$ cat config.mk
export PLATFORM = sky130hd
export DESIGN_NAME = sparse_pulse_delay
export DESIGN_NICKNAME = d
export VERILOG_FILES = /design/src/rtl/spd_pkg.sv /design/src/rtl/spd_tick_counter.sv /design/src/rtl/spd_delay_norm.sv /design/src/rtl/spd_due_fifo.sv /design/src/rtl/sparse_pulse_delay.sv
export SDC_FILE = /design/constraint.sdc
export NUM_CORES = 1
export LEC_CHECK = 0
export BUFFER_PORTS_ARGS = -buffer_cell sky130_fd_sc_hd__buf_2
export CORE_UTILIZATION = 65
export CTS_CLUSTER_DIAMETER = 80
export DETAILED_ROUTE_END_ITERATION = 10
export PLACE_DENSITY = 0.89
export SKIP_LAST_GASP = 1
export SYNTH_ARGS = -nofsm -noshare
export SYNTH_HDL_FRONTEND = slang
export SYNTH_HIERARCHICAL = 1
export SYNTH_SLANG_ARGS = --single-unit
$ cat constraint.sdc
create_clock -name clk -period 5.48 [get_ports clk]
set_input_delay 0.548 -clock clk [delete_from_list [all_inputs] [get_ports clk]]
set_output_delay 0.548 -clock clk [all_outputs]
set_load 0.1 [all_outputs]
$ cat src/rtl/spd_pkg.sv
package spd_pkg;

    // Width of the tick counter and of every stored due time.
    localparam int TS_W = 12;

    typedef logic [TS_W-1:0] ts_t;

    // Registered control state of the top level.
    typedef struct packed {
        logic pulse;   // delayed pulse being emitted
        logic ovf;     // sticky drop flag
        ts_t  last_n;  // delay seen on the previous enabled edge
    } ctl_state_t;

endpackage

$ cat src/rtl/spd_tick_counter.sv
module spd_tick_counter #(
    parameter int W = 12
) (
    input  logic         clk,
    input  logic         rst_n,
    input  logic         en,
    output logic [W-1:0] tick
);

    logic [W-1:0] tick_d, tick_q;

    always_comb begin
        tick_d = tick_q;
        if (en) begin
            tick_d = tick_q + W'(1);
        end
    end

    always_ff @(posedge clk or negedge rst_n) begin
        if (!rst_n) begin
            tick_q <= '0;
        end else begin
            tick_q <= tick_d;
        end
    end

    assign tick = tick_q;

endmodule

$ cat src/rtl/spd_delay_norm.sv
module spd_delay_norm #(
    parameter int W         = 12,
    parameter int MAX_DELAY = 3454
) (
    input  logic [W-1:0] raw,
    output logic [W-1:0] eff
);

    localparam logic [W-1:0] MAX_V = W'(MAX_DELAY);
    localparam logic [W-1:0] MIN_V = W'(1);

    // Zero becomes the one-cycle minimum; anything past the ceiling is clamped.
    always_comb begin
        if (raw == '0) begin
            eff = MIN_V;
        end else if (raw > MAX_V) begin
            eff = MAX_V;
        end else begin
            eff = raw;
        end
    end

endmodule

$ cat src/rtl/spd_due_fifo.sv
module spd_due_fifo #(
    parameter int DEPTH = 8,
    parameter int W     = 12
) (
    input  logic         clk,
    input  logic         rst_n,
    input  logic         push,
    input  logic         pop,
    input  logic         flush,
    input  logic [W-1:0] din,
    output logic [W-1:0] head,
    output logic         empty,
    output logic         full
);

    localparam int AW = (DEPTH > 1) ? $clog2(DEPTH) : 1;
    localparam int CW = $clog2(DEPTH + 1);

    typedef struct packed {
        logic [AW-1:0] wr;
        logic [AW-1:0] rd;
        logic [CW-1:0] cnt;
    } ptr_t;

    ptr_t          p_d, p_q;
    logic [AW-1:0] waddr;
    logic [W-1:0]  mem [DEPTH];

    function automatic logic [AW-1:0] bump(input logic [AW-1:0] a);
        return (a == AW'(DEPTH - 1)) ? '0 : a + AW'(1);
    endfunction

    always_comb begin
        p_d   = p_q;
        waddr = p_q.wr;
        if (flush) begin
            // Emptied queue; a simultaneous push lands in slot zero.
            waddr   = '0;
            p_d.rd  = '0;
            p_d.wr  = push ? bump('0) : '0;
            p_d.cnt = push ? CW'(1) : '0;
        end else begin
            if (push) begin
                p_d.wr = bump(p_q.wr);
            end
            if (pop) begin
                p_d.rd = bump(p_q.rd);
            end
            p_d.cnt = p_q.cnt + CW'(push) - CW'(pop);
        end
    end

    always_ff @(posedge clk or negedge rst_n) begin
        if (!rst_n) begin
            p_q <= '0;
        end else begin
            p_q <= p_d;
        end
    end

    always_ff @(posedge clk) begin
        if (push) begin
            mem[waddr] <= din;
        end
    end

    assign head  = mem[p_q.rd];
    assign empty = (p_q.cnt == '0);
    assign full  = (p_q.cnt == CW'(DEPTH));

endmodule

$ cat src/rtl/sparse_pulse_delay.sv
module sparse_pulse_delay
    import spd_pkg::*;
#(
    parameter int MAX_DELAY   = 3454,
    parameter int QUEUE_DEPTH = 8
) (
    input  logic            clk,
    input  logic            rst_n,
    input  logic            ce,
    input  logic            pulse_in,
    input  logic [TS_W-1:0] delay_n,
    output logic            pulse_out,
    output logic            overflow
);

    ctl_state_t st_d, st_q;

    ts_t  tick;
    ts_t  eff_delay;
    ts_t  due_at;
    ts_t  q_head;
    logic q_empty, q_full;
    logic n_change, due_now, take, drop;

    spd_tick_counter #(.W(TS_W)) u_tick (
        .clk   (clk),
        .rst_n (rst_n),
        .en    (ce),
        .tick  (tick)
    );

    spd_delay_norm #(.W(TS_W), .MAX_DELAY(MAX_DELAY)) u_norm (
        .raw (delay_n),
        .eff (eff_delay)
    );

    spd_due_fifo #(.DEPTH(QUEUE_DEPTH), .W(TS_W)) u_queue (
        .clk   (clk),
        .rst_n (rst_n),
        .push  (take),
        .pop   (due_now),
        .flush (n_change),
        .din   (due_at),
        .head  (q_head),
        .empty (q_empty),
        .full  (q_full)
    );

    always_comb begin
        n_change = ce && (delay_n != st_q.last_n);
        due_now  = ce && !n_change && !q_empty && (q_head == tick);
        take     = ce && pulse_in && (n_change || !q_full);
        drop     = ce && pulse_in && !n_change && q_full;
        due_at   = tick + eff_delay;

        st_d       = st_q;
        st_d.pulse = due_now;
        st_d.ovf   = st_q.ovf | drop;
        if (ce) begin
            st_d.last_n = delay_n;
        end
    end

    always_ff @(posedge clk or negedge rst_n) begin
        if (!rst_n) begin
            st_q <= '0;
        end else begin
            st_q <= st_d;
        end
    end

    assign pulse_out = st_q.pulse;
    assign overflow  = st_q.ovf;

endmodule

==> reports/results.tsv <==
stage	metric	value	unit
timing	worst_slew_pin_slew	981	ps
drt	route.met3.wl	818	um
global_routing	grt_max_degree	37	
drt	wl_per_cell	22.6	um
timing	finalCriticalPeriod	4680	ps
synth	synth_top_area_share	45.4	%
clock_tree	clk_path_buf_depth	2	
clock_tree	cts_htree_levels	4	
clock_tree	cts_resized	0	
timing	setup_tns	0	ps
die	die_area	10200	um^2
synth	synthCells	404	
final_layout	fin_nets	476	
critical_path	crit_path_end_kind	flip-flop	
synth	synthesis.nets	444	
clock_tree	clk_pin_slew_worst_paths	60	ps
timing	finalClockSkew	7.48	ps
power_and_ir_drop	fin_total_pwr	0.00313	W
die	core	9370	um^2
die	dieHeight	101	um
synth	synth_top_family_by_area	multiplexers	
final_layout	n_antenna_cell	0	
power_and_ir_drop	p_leak	2.67	nW
synth	ys_seq_area_share	59.6	%
drt	ant_nets	0	
power_and_ir_drop	ir_worst_vdd	0.241	mV
drt	routed.top_layer	met4	
synth	synth_commonest_cells	edfxtp_1, dfrtp_1, xor2_1	
outcome	outcome	completed	
synth	netlist_area	6350	um^2
synth	synthTopCellsByArea	edfxtp_1, dfrtp_1, mux4_1	
placement	globalplace.congestion	0.879	
timing	max_freq	214	MHz
drt	drt_first_pass_iters	5	
clock_tree	cts_tree	yes	
drt	via_per_inst	6.31	
drt	drcViolationCount	0	
final_layout	drive_gt1_share	24.1	%
timing	slew_violations	0	
timing	setup_viol	0	
critical_path	ff2ff_setup_slack	800	ps
placement	pre_cts_ws	888	ps
synth	yosysWarnings	6	
clock_tree	cts_num_sinks	132	
timing	max_slew_margin	34.6	%
global_routing	grt_usage	28.5	%
die	die_w	101	um
critical_path	arrival	5070	ps
drt	dr_wl_met2	6580	um
synth	synth_top_area_cell	edfxtp_1	
synth	syn_avg_cell_area	15.7	um^2
final_layout	final_cells	578	
synth	synthAdderAreaFrac	4.97	%
clock_tree	cts_made_buffers	17	
timing	worst_slack	798	ps
placement	port_buffers	17	
synth	muxShareOfSynthArea	15.1	%
drt	routed_wl	13100	um
synth	yosys_most_used_dff	edfxtp_1	
placement	placed_cells	546	
flow_run	maxCapViolCount	0	
clock_tree	clk_latency	530	ps
clock_tree	cts_root_buf	clkbuf_8	
timing	rsz0062_at_grt	false	
synth	yosysMostFrequentCell	edfxtp_1	
clock_tree	cts_hold_buf	0	
synth	ys_async_sr_fraction	27.3	%
final_layout	syn2layout_area_growth	13.5	%
global_routing	grt_overflow	0	
global_routing	antenna_found_initial	0	
placement	dp_hpwl	8300	um
global_routing	grt_pass1_vias	3737	
drt	met1Wirelength	5310	um
die	boundaryPins	18	
min_path	hp-class	input port to async pin	
die	initial_core_util	67.7	%
critical_path	crit_fanout	18	
drt	vias	3645	
timing	final_hold_viol_count	0	
synth	synth_edf_count	96	
drt	drtIter0Drc	286	
critical_path	path_class	flip-flop to flip-flop	
synth	synthDistinctLibCells	50	
global_routing	grt_pass1_wl	20100	um
synth	synth_seq_cells	132	
timing	period_share	85.4	%
die	num_rows	35	
clock_tree	cts_setup_buffers	0	
power_and_ir_drop	power_density	434	nW/um^2
synth	synth_compound_area_share	3.63	%
synth	yosys.area_share.simple	8.71	%
critical_path	cp-start-kind	flip-flop	
critical_path	cp.required	5860	ps
synth	synth-xor-area-share	6.35	%
==> path summary, 6_finish.rpt <==
path | end | start | cells after the start
max | u_queue/p_q[1] | u_queue/p_q[5] | 12
min | u_queue/p_q[8] | rst_n | 1
max reg2reg | u_queue/p_q[1] | u_queue/p_q[5] | 12
min reg2reg | st_q[7] | st_q[7] | 1
max in group asynchronous | st_q[3] | rst_n | 1
min in group clk | st_q[1] | delay_n[1] | 2
==> flip-flops by register name (all words and copies together) (netlist names) <==
register     flops
u_queue/mem     96
st_q            12
u_tick/tick     12
u_queue/p_q     10
overflow         1
pulse_out        1
==> critical path, cell delays in order (launching register included) <==
cell and delay, ps:
dfrtp_1 980, buf_4 310, mux4_1 560, mux2_2 280, xor2_1 170, nor4_1 340
nand4b_1 140, nor3_1 610, ha_1 350, inv_1 60, ha_1 180, fa_1 420
nor2b_1 130
==> routing by layer <==
layer | global-route usage (%) | up-vias
met5 | 0 | -
met4 | 13.4 | 0
met3 | 6.17 | 37
met2 | 46.5 | 142
met1 | 37.0 | 1838
li1 | - | 1628
==> layout by cell type (no fill, tap or decap), types with 16 or more instances in the layout <==
master and instances:
edfxtp_1 96, xnor2_1 16, mux4_1 22, dfrtp_1 36, ha_1 22, clkbuf_16 16
xor2_1 30, mux2_2 26, nor2_1 19, buf_2 17
==> report_power, final <==
group	leakage (nW)	internal (W)	switching (W)
Clock	0.285	0.000659	0.000448
Combinational	1.07	0.000239	0.000388
Sequential	1.32	0.00131	0.0000849
==> kinds of logic after synthesis <==
logic type | Yosys count
flip-flops | 132
AND/OR/NAND/NOR | 95
multiplexers | 54
XOR/XNOR | 46
AO/OA/AOI/OAI | 31
adder cells (fa/ha/maj) | 24
buffers and inverters | 22
==> cell type report <==
cell class                 count  area (um^2)
clock buffer                  17          414
clock inverter                15          169
fill                         543         2170
inverter                       8         30.0
multi-input combinational    250         2480
sequential                   132         3780
tap                          129          161
timing repair buffer          27          160
==> per-stage QoR <==
step | cell area (um^2) | utilization [%] | hold WS (ps)
after floorplan | 6350 | - | 252
after global placement | 6620 | 70.6 | 457
after detailed placement | 6620 | 70.6 | 466
after CTS | 7200 | 76.9 | 132
after global routing | 7200 | 76.9 | 177
final | 7200 | 76.9 | 116
(Power assumes the default switching activity.)
